**config.mk**
```make
export PLATFORM = sky130hd
export DESIGN_NAME = pipe4_core
export DESIGN_NICKNAME = d
export VERILOG_FILES = /design/src/rtl/pipe4_pkg.sv /design/src/rtl/pipe4_imem.sv /design/src/rtl/pipe4_regfile.sv /design/src/rtl/pipe4_exec.sv /design/src/rtl/pipe4_core.sv
export SDC_FILE = /design/constraint.sdc
export NUM_CORES = 2
export LEC_CHECK = 0
export BUFFER_PORTS_ARGS = -buffer_cell sky130_fd_sc_hd__buf_2
export CORE_ASPECT_RATIO = 0.5
export CORE_MARGIN = 3
export CORE_UTILIZATION = 65
export CTS_CLUSTER_DIAMETER = 200
export CTS_CLUSTER_SIZE = 10
export DETAILED_ROUTE_END_ITERATION = 12
export PLACE_DENSITY = 0.88
export SYNTH_ARGS = -nofsm -noshare
export SYNTH_HDL_FRONTEND = slang
export SYNTH_HIERARCHICAL = 1
export SYNTH_SLANG_ARGS = --single-unit
```
**constraint.sdc**
```tcl
create_clock -name clk_i -period 36.3 [get_ports clk_i]
set_clock_uncertainty 0.15 [all_clocks]
set_input_delay 1.815 -clock clk_i [delete_from_list [all_inputs] [get_ports clk_i]]
set_output_delay 1.815 -clock clk_i [all_outputs]
set_load 0.1 [all_outputs]
```
**src/rtl/pipe4_pkg.sv**
```systemverilog
package pipe4_pkg;
  typedef enum logic [1:0] {
    OP_ADD = 2'd0,
    OP_SUB = 2'd1,
    OP_MUL = 2'd2,
    OP_DIV = 2'd3
  } op_e;
endpackage

```
**src/rtl/pipe4_imem.sv**
```systemverilog
module pipe4_imem #(
  parameter int INS_W = 14,
  parameter int DEPTH = 16,
  localparam int AW = $clog2(DEPTH)
) (
  input  logic             clk_i,
  input  logic             we_i,
  input  logic [AW-1:0]    wa_i,
  input  logic [INS_W-1:0] wd_i,
  input  logic [AW-1:0]    ra_i,
  output logic [INS_W-1:0] rd_o
);
  logic [INS_W-1:0] mem_q [DEPTH];

  always_ff @(posedge clk_i) begin
    if (we_i) mem_q[wa_i] <= wd_i;
  end

  assign rd_o = mem_q[ra_i];
endmodule

```
**src/rtl/pipe4_regfile.sv**
```systemverilog
module pipe4_regfile #(
  parameter int DATA_W = 16,
  parameter int NREG   = 16,
  parameter int NRD    = 3,
  localparam int RA_W  = $clog2(NREG)
) (
  input  logic                       clk_i,
  input  logic                       rst_ni,
  input  logic                       we_i,
  input  logic [RA_W-1:0]            wa_i,
  input  logic [DATA_W-1:0]          wd_i,
  input  logic [NRD-1:0][RA_W-1:0]   ra_i,
  output logic [NRD-1:0][DATA_W-1:0] rd_o
);
  logic [DATA_W-1:0] regs_q [NREG];

  always_ff @(posedge clk_i or negedge rst_ni) begin
    if (!rst_ni) begin
      for (int i = 0; i < NREG; i++) regs_q[i] <= '0;
    end else if (we_i) begin
      regs_q[wa_i] <= wd_i;
    end
  end

  // write-first: a same-cycle write is visible on every read port
  for (genvar p = 0; p < NRD; p++) begin : g_rd
    assign rd_o[p] = (we_i && wa_i == ra_i[p]) ? wd_i : regs_q[ra_i[p]];
  end
endmodule

```
**src/rtl/pipe4_exec.sv**
```systemverilog
module pipe4_exec
  import pipe4_pkg::*;
#(
  parameter int DATA_W  = 16,
  parameter int RA_W    = 4,
  parameter int LAT_MUL = 3,
  parameter int LAT_DIV = 5,
  localparam int LMAX   = (LAT_DIV > LAT_MUL) ? LAT_DIV : LAT_MUL,
  localparam int CW     = $clog2(LMAX + 1)
) (
  input  logic              clk_i,
  input  logic              rst_ni,
  input  logic              flush_i,
  input  logic              issue_i,
  input  op_e               op_i,
  input  logic [RA_W-1:0]   rd_i,
  input  logic [DATA_W-1:0] a_i,
  input  logic [DATA_W-1:0] b_i,
  output logic              busy_o,
  output logic              last_o,
  output logic [RA_W-1:0]   rd_o,
  output logic [DATA_W-1:0] res_o
);
  logic              v_q;
  op_e               op_q;
  logic [RA_W-1:0]   rd_q;
  logic [DATA_W-1:0] a_q, b_q;
  logic [CW-1:0]     cnt_q, lat_m1;

  always_comb begin
    case (op_i)
      OP_MUL:  lat_m1 = CW'(LAT_MUL - 1);
      OP_DIV:  lat_m1 = CW'(LAT_DIV - 1);
      default: lat_m1 = '0;
    endcase
  end

  always_ff @(posedge clk_i or negedge rst_ni) begin
    if (!rst_ni) begin
      v_q   <= 1'b0;
      op_q  <= OP_ADD;
      rd_q  <= '0;
      a_q   <= '0;
      b_q   <= '0;
      cnt_q <= '0;
    end else if (flush_i) begin
      v_q <= 1'b0;
    end else if (issue_i) begin
      v_q   <= 1'b1;
      op_q  <= op_i;
      rd_q  <= rd_i;
      a_q   <= a_i;
      b_q   <= b_i;
      cnt_q <= lat_m1;
    end else if (last_o) begin
      v_q <= 1'b0;
    end else if (v_q) begin
      cnt_q <= cnt_q - 1'b1;
    end
  end

  always_comb begin
    case (op_q)
      OP_ADD:  res_o = a_q + b_q;
      OP_SUB:  res_o = a_q - b_q;
      OP_MUL:  res_o = a_q * b_q;
      default: res_o = (b_q == '0) ? '1 : a_q / b_q;
    endcase
  end

  assign busy_o = v_q;
  assign last_o = v_q && (cnt_q == '0);
  assign rd_o   = rd_q;
endmodule

```
**src/rtl/pipe4_core.sv**
```systemverilog
module pipe4_core
  import pipe4_pkg::*;
#(
  parameter int DATA_W     = 16,
  parameter int NREG       = 16,
  parameter int IMEM_DEPTH = 16,
  parameter int LAT_MUL    = 3,
  parameter int LAT_DIV    = 5,
  parameter int CNT_W      = 16,
  localparam int RA_W      = $clog2(NREG),
  localparam int PA_W      = $clog2(IMEM_DEPTH),
  localparam int INS_W     = 2 + 3 * RA_W
) (
  input  logic              clk_i,
  input  logic              rst_ni,
  input  logic              prog_we_i,
  input  logic [PA_W-1:0]   prog_addr_i,
  input  logic [INS_W-1:0]  prog_data_i,
  input  logic              rf_we_i,
  input  logic [RA_W-1:0]   rf_addr_i,
  input  logic [DATA_W-1:0] rf_data_i,
  input  logic [PA_W:0]     len_i,
  input  logic              start_i,
  input  logic [RA_W-1:0]   rd_addr_i,
  output logic [DATA_W-1:0] rd_data_o,
  output logic              done_o,
  output logic [CNT_W-1:0]  cycles_o,
  output logic [PA_W:0]     retired_o
);
  localparam logic [PA_W:0]  ONE_P = 1;
  localparam logic [CNT_W-1:0] ONE_C = 1;

  logic              running, done_q;
  logic [PA_W:0]     len_q, pc_q, ret_q;
  logic [CNT_W-1:0]  cnt_q;
  logic              if_v, of_v, wb_v;
  logic [INS_W-1:0]  if_ins, of_ins, imem_rd;
  logic [RA_W-1:0]   wb_rd;
  logic [DATA_W-1:0] wb_val;

  op_e               of_op;
  logic [RA_W-1:0]   of_rd, of_rs1, of_rs2;
  logic              ex_busy, ex_last;
  logic [RA_W-1:0]   ex_rd;
  logic [DATA_W-1:0] ex_res, opa, opb;
  logic [2:0][RA_W-1:0]   rf_ra;
  logic [2:0][DATA_W-1:0] rf_rd;
  logic              rf_we;
  logic              of_go, of_take, if_take, fetch_ok;

  assign of_op  = op_e'(of_ins[INS_W-1 -: 2]);
  assign of_rd  = of_ins[3*RA_W-1 -: RA_W];
  assign of_rs1 = of_ins[2*RA_W-1 -: RA_W];
  assign of_rs2 = of_ins[RA_W-1:0];

  // operand read advances only when execute is empty or in its final cycle
  assign of_go    = of_v && (!ex_busy || ex_last);
  assign of_take  = !of_v || of_go;
  assign if_take  = !if_v || of_take;
  assign fetch_ok = running && (pc_q < len_q);

  pipe4_imem #(.INS_W(INS_W), .DEPTH(IMEM_DEPTH)) i_imem (
    .clk_i (clk_i),
    .we_i  (prog_we_i),
    .wa_i  (prog_addr_i),
    .wd_i  (prog_data_i),
    .ra_i  (start_i ? '0 : pc_q[PA_W-1:0]),
    .rd_o  (imem_rd)
  );

  assign rf_we = wb_v || (rf_we_i && !running);
  assign rf_ra = {rd_addr_i, of_rs2, of_rs1};

  pipe4_regfile #(.DATA_W(DATA_W), .NREG(NREG), .NRD(3)) i_rf (
    .clk_i  (clk_i),
    .rst_ni (rst_ni),
    .we_i   (rf_we),
    .wa_i   (wb_v ? wb_rd : rf_addr_i),
    .wd_i   (wb_v ? wb_val : rf_data_i),
    .ra_i   (rf_ra),
    .rd_o   (rf_rd)
  );

  // forward from the producer's final execute cycle
  assign opa = (ex_last && ex_rd == of_rs1) ? ex_res : rf_rd[0];
  assign opb = (ex_last && ex_rd == of_rs2) ? ex_res : rf_rd[1];

  pipe4_exec #(
    .DATA_W(DATA_W), .RA_W(RA_W), .LAT_MUL(LAT_MUL), .LAT_DIV(LAT_DIV)
  ) i_exec (
    .clk_i   (clk_i),
    .rst_ni  (rst_ni),
    .flush_i (start_i),
    .issue_i (of_go),
    .op_i    (of_op),
    .rd_i    (of_rd),
    .a_i     (opa),
    .b_i     (opb),
    .busy_o  (ex_busy),
    .last_o  (ex_last),
    .rd_o    (ex_rd),
    .res_o   (ex_res)
  );

  always_ff @(posedge clk_i or negedge rst_ni) begin
    if (!rst_ni) begin
      running <= 1'b0;
      done_q  <= 1'b0;
      len_q   <= '0;
      pc_q    <= '0;
      ret_q   <= '0;
      cnt_q   <= '0;
      if_v    <= 1'b0;
      if_ins  <= '0;
      of_v    <= 1'b0;
      of_ins  <= '0;
      wb_v    <= 1'b0;
      wb_rd   <= '0;
      wb_val  <= '0;
    end else if (start_i) begin
      running <= (len_i != '0);
      done_q  <= (len_i == '0);
      len_q   <= len_i;
      pc_q    <= ONE_P;
      ret_q   <= '0;
      cnt_q   <= '0;
      if_v    <= (len_i != '0);
      if_ins  <= imem_rd;
      of_v    <= 1'b0;
      wb_v    <= 1'b0;
    end else begin
      if (if_take) begin
        if_v <= fetch_ok;
        if (fetch_ok) begin
          if_ins <= imem_rd;
          pc_q   <= pc_q + ONE_P;
        end
      end
      if (of_take) begin
        of_v   <= if_v;
        of_ins <= if_ins;
      end
      wb_v   <= ex_last;
      wb_rd  <= ex_rd;
      wb_val <= ex_res;
      if (running) cnt_q <= cnt_q + ONE_C;
      if (wb_v) begin
        ret_q <= ret_q + ONE_P;
        if (ret_q + ONE_P == len_q) begin
          done_q  <= 1'b1;
          running <= 1'b0;
        end
      end
    end
  end

  assign rd_data_o = rf_rd[2];
  assign done_o    = done_q;
  assign cycles_o  = cnt_q;
  assign retired_o = ret_q;
endmodule

```
[Yosys cells after proc, flatten, opt, wreduce, memory -nomap -nowiden]
Memory sizes are Yosys's and may differ from the RTL's.
Index checks and enable logic that the tools add are counted.
W data, S select, Z words.
Word-level totals
  bits in registers: 382
  bits in writable memories: 224
  input port bits: 52
  output and inout port bits: 38
  word-level logic and storage cells: 154
  memories kept: 1
Operators by class
  add/subtract/negate cells: 6
  multiply operators: 1
  divide/modulo/power cells: 1
  order comparisons: 6
  equal/unequal tests: 11
  multiplexer cells: 52
  bitwise gates (word level): 5
  reductions and logical operators: 36
Memory list
  i_imem.mem_q: depth 16, bits a word 14, read ports 1, clocked after Yosys merged registers in 0, write ports 1, line pipe4_imem.sv:13  | logic [INS_W-1:0] mem_q [DEPTH];
Operators by type and width (count)
  $bwmux W256: 1
  $mux W16: 16
  $bmux W16 S4: 3
  $demux W16 S4: 1
  $pmux W16 S3: 1
  $mux W14: 3
  $mux W5: 5
  $eq A4 B4 Y1: 5
  $ge A5 B5 Y1 const B: 4
  $not A4 Y5: 4
  $add A16 B1 Y16 const B: 1
  $add A16 B16 Y16: 1
  $div A16 B16 Y16: 1
  $logic_not A16 Y1: 1
  $mul A16 B16 Y16: 1
  $mux W1: 16
  $sub A16 B16 Y16: 1
  $reduce_bool A2 Y1: 7
  $add A5 B1 Y5 const B: 2
  $logic_and A1 B1 Y1: 10
  $mux W3: 3
  $mux W4: 2
  $reduce_and A2 Y1: 4
  $eq A2 B2 Y1 const B: 3
  other kinds (16): 22

[Depth between registers and ports, before layout]
  depth in word-level cells: 8
  depth in mapped cells: 133
  depth with buffers taken out: 126

[Hierarchy]
The synthesis kept the hierarchy.
Modules (own cells, without submodules)
  pipe4_regfile: times used 1, cells an instance 1058, area an instance 16767.3 um^2, sequential area each 6406.1 um^2
  pipe4_exec: times used 1, cells an instance 1732, area an instance 13513.0 um^2, sequential area each 1051.0 um^2
  pipe4_imem: times used 1, cells an instance 365, area an instance 8483.1 um^2, sequential area each 6726.5 um^2
  pipe4_core: times used 1, cells an instance 364, area an instance 4434.3 um^2, sequential area each 2102.0 um^2

[Least setup slack after synthesis]
No wires, ideal clock.
  kind: register -> register
  start: reg i_exec.b_q[13]
  end: reg i_exec.b_q[0]
  setup time: 144 ps
  arrival time: 26098 ps
  required time: 36006 ps
  path slack: 9908 ps
  cell stages (with the launch flop): 124
  buffers on the path: 10
  clock period less this slack: 26392 ps
  cell sequence: dfrtp_1 clkbuf_1 or4_1 nor2_2 and3_1 a21oi_1 ha_1 o21a_1 o21ai_0 nor2_1 a21oi_1 ha_1 o21a_1 or3_1 a2111oi_0 nor2_1 ha_1 o21ai_0 [... 88 more ...] nor2b_1 o21bai_1 clkbuf_1 nor2_1 a21oi_1 ha_1 a21o_1 a21oi_1 nor2b_1 o21ai_0 a211o_1 a21boi_0 o21ai_0 a21oi_1 o31a_1 mux2_2 nand2_1 o21ai_0
Between the ends
  cells in the longest elaborated chain, start to end: 4
  elaborated cells on any way between the ends: 5
  those cells by class: 1 x div; 3 x mux; 1 x reduce/logical
Ends and longest elaborated chain
  start: declaration: line pipe4_exec.sv:27  | logic [DATA_W-1:0] a_q, b_q;
  start signal: assignment: line pipe4_exec.sv:53  | b_q <= b_i;
  $div A16 B16 Y16 / $logic_not A16 Y1 (equally long branches): line pipe4_exec.sv:67  | default: res_o = (b_q == '0) ? '1 : a_q / b_q;
  $mux W16 (*): line pipe4_exec.sv:67
  $pmux W16 S3 (*): line pipe4_exec.sv:63  | case (op_q)
  via ex_res[0]: line pipe4_core.sv:45  | logic [DATA_W-1:0] ex_res, opa, opb;
  $mux W16 (*): line pipe4_core.sv:86  | assign opb = (ex_last && ex_rd == of_rs2) ? ex_res : rf_rd[1];
  via opb[0]: line pipe4_core.sv:45
The timed path passes the listed nets; every way through them passes the cells marked *.
A chain may end at the register's enable or synchronous reset.

[Final worst setup path]
  start: reg i_exec.b_q[12]
  end: reg i_exec.a_q[0]
Between the ends
  cells in the longest elaborated chain, start to end: 4
  elaborated cells on any way between the ends: 5
  those cells by class: 1 x div; 3 x mux; 1 x reduce/logical
Ends and longest elaborated chain
  $div A16 B16 Y16 / $logic_not A16 Y1 (equally long branches): line pipe4_exec.sv:67
  $mux W16 (*): line pipe4_exec.sv:67
  $pmux W16 S3 (*): line pipe4_exec.sv:63
  via ex_res[0]: line pipe4_core.sv:45
  $mux W16 (*): line pipe4_core.sv:85  | assign opa = (ex_last && ex_rd == of_rs1) ? ex_res : rf_rd[0];
  via opa[0]: line pipe4_core.sv:45
  end signal: assignment: line pipe4_exec.sv:52  | a_q <= a_i;
  end: declaration: line pipe4_exec.sv:27
Marked as above.

==> flow_summary.ini <==
[setup_path]
crit_fanout = 26
path_common_cell = a21oi_1
cp_data_arrival_time_ns = 30.97
worstSetupStartpoint = i_exec/b_q[12]
crit_required_ns = 36.61
cpPeakStageDelay_ns = 0.88
reg2reg_from = i_exec/b_q[12]
cp-start-kind = register
cp_slowest_cell = a21oi_1
end_kind = register
path_class = register to register

[placed_design]
place_hpwl_um = 77100
io_buffers = 89
postPlaceCellArea_um2 = 44230
gp_congestion = 0.9984

[routing]
num_vias = 31370
first_iter_violations = 3657
firstDrtPassIters = 6
drt-total-wl_um = 122500
remaining_drc_errors = 0
wire_per_inst_um = 27.57
ant_nets = 0
viasPerCell = 7.060

[die]
die_x_um = 370.6
core_area_um2 = 65400
die_h_um = 188.3
start_util = 0.6605
die_area_um2 = 69780
rows = 66
ios = 90

[cells_and_area]
layout_commonest_cell = dfrtp_1
drive_gt1_frac = 0.2636
fillers = 4184
stdcell_area_um2 = 46220
n_antenna_cell = 0
mostFrequentLayoutCells = dfrtp_1 (376), mux2_2 (320), mux4_2 (248), edfxtp_1 (224), nand2_1 (216)
final_nets = 3880
post-route-util = 0.7067
synthToLayoutAreaGrowth_pct = 6.992

[clock_network]
cts_tree = yes
clock_sinks = 606
cts_hold_buf = 0
clk_path_buf_depth = 3
clk_pin_slew_ns = 0.06
post_cts_buffers = 0
clk_latency_ns = 0.61
htree_num_levels = 3
cts_resized = 0
cts_root_buf = clkbuf_16
cts_made_buffers = 70

[synthesis]
synth_fp_nets = 3866
synthTopCellsByArea = dfrtp_1 (22%), edfxtp_1 (16%), mux4_2 (13%)
syn_area_per_cell_um2 = 12.28
synthCells = 3519
yosysTopAreaCell = dfrtp_1
synth_edf_count = 224
synth_cell_types = 107
yosysTopAreaCellShare = 0.2213
synth_area_um2 = 43200
ys_seq_elements = 606
synth_top_flop_cell = dfrtp_1
synthArstFlopShare = 0.6304
yosysSeqAreaShare = 0.3770
yosysWarnings = 6

[global_routing]
track_usage = 0.3535
grt_pass1_vias = 32940
antenna_found_initial = 2
grt_pass1_wl_um = 190600
grt.overflow.total = 0
grt_max_degree = 128

[timing]
max_freq_ghz = 0.03261
setup_violations = 0
fin_tns_setup_ns = 0
fin_crit_sh = 0.8448
maxSlewViolCount = 0
max-slew-margin-rel = 0.1699
rsz0062_at_grt = no
tightestPinTransition_ns = 1.238
hold_viol = 0
fin_crit_ns = 30.67

[worst_hold_path]
hold_start = wb_val[15]
hold_path_class = register to register

[outcome]
status = finished clean

[job]
cap_viol_max_count = 0
[metrics by stage]
stage | hold slack, ns | setup slack, ns | instances
global route | 0.3668 | 3.100 | 4443
detailed placement | 0.3409 | 6.322 | 4345
floorplan | 0.3160 | 9.908 | 3519
CTS | 0.3548 | 6.184 | 4443
finish | 0.3581 | 5.635 | 4443
global placement | 0.3327 | 7.263 | 4345
[final cells by class]
class                           count  area [µm²]  share of cell area
Multi-Input combinational cell   2511       25130              0.5437
Sequential cell                   606       16300              0.3526
Clock buffer                       92        1856             0.04015
Tap cell                          884        1106             0.02393
Timing Repair Buffer              165        1028             0.02225
Inverter                          179       671.9             0.01454
Clock inverter                      6       128.9            0.002788
[final timing paths]
| check | slack (ns) | end | depth (start not counted) |
|---|---|---|---|
| worst max-delay path | 5.63 | i_exec/a_q[0] | 117 |
| worst min-delay path | 0.36 | wb_val[15] | 1 |
| worst max register to register | 5.63 | i_exec/a_q[0] | 117 |
| worst min register to register | 0.36 | wb_val[15] | 1 |
| max in group asynchronous | 32.55 | i_exec/op_q[0] | 3 |
| min in group asynchronous | 1.13 | i_rf/regs_q[35] | 1 |
[worst max-delay path: cells and delay by family (launching register included)]
family                     cells  cell delay [ns]
buffers and inverters          8             1.28
and+or+nand+nor               24             5.21
muxes                          6             2.18
DFF                            1             0.53
AOI/OAI and AO/OA             64            16.39
adders and majority gates     15             4.74
[metal layers]
metal	up-vias	GRT usage	part of all wire
li1	13140	-	-
met1	15550	0.4592	0.36
met2	2172	0.5703	0.47
met3	510	0.07450	0.11
met4	0	0.1743	0.055
met5	-	0	0
[cell usage after synthesis, types with 13 or more instances]
master and number:
buf_1 32, o211ai_1 16, a31oi_1 16, o31ai_1 13, inv_1 177, mux2i_1 164, and2_1 41, nor2_1 154
xor2_1 69, a211oi_1 15, nor3_1 54, and3_1 13, a22oi_1 32, buf_2 57, dfrtp_1 382, o21ai_1 17
nand3_1 34, nand2_1 216, xnor2_1 117, mux2_2 320, o21a_1 26, ha_1 214, o221ai_1 18, edfxtp_1 224
mux2_4 40, a21o_1 29, clkbuf_1 97, nor2b_1 26, a21oi_1 110, or2_2 15, buf_6 29, or3_1 24
nand2b_1 21, mux4_2 248, fa_1 81, o21ai_0 98, nand4_1 16, mux2_1 85
[flip-flops by register name, indices dropped and copies added (netlist names), 4 cells and up]
signal and cells:
i_rf/regs_q 256, i_imem/mem_q 224, cycles_o 16, i_exec/a_q 16
i_exec/b_q 16, wb_val 16, if_ins 14, of_ins 14
len_q 5, pc_q 5, retired_o 5, i_exec/rd_o 4
wb_rd 4
[cell families after synthesis]
group / after synthesis / share of synthesized area
flip-flops: 606 / 0.3770
adder cells (fa/ha/maj): 295 / 0.09952
buffers and inverters: 402 / 0.04261
multiplexers: 857 / 0.2868
AO/OA/AOI/OAI: 489 / 0.07655
XOR/XNOR: 186 / 0.03771
AND/OR/NAND/NOR: 684 / 0.07983
Power is left out: the tool's default activity adds up to more than one toggle a clock period on the data nets, which glitch-free logic cannot reach.
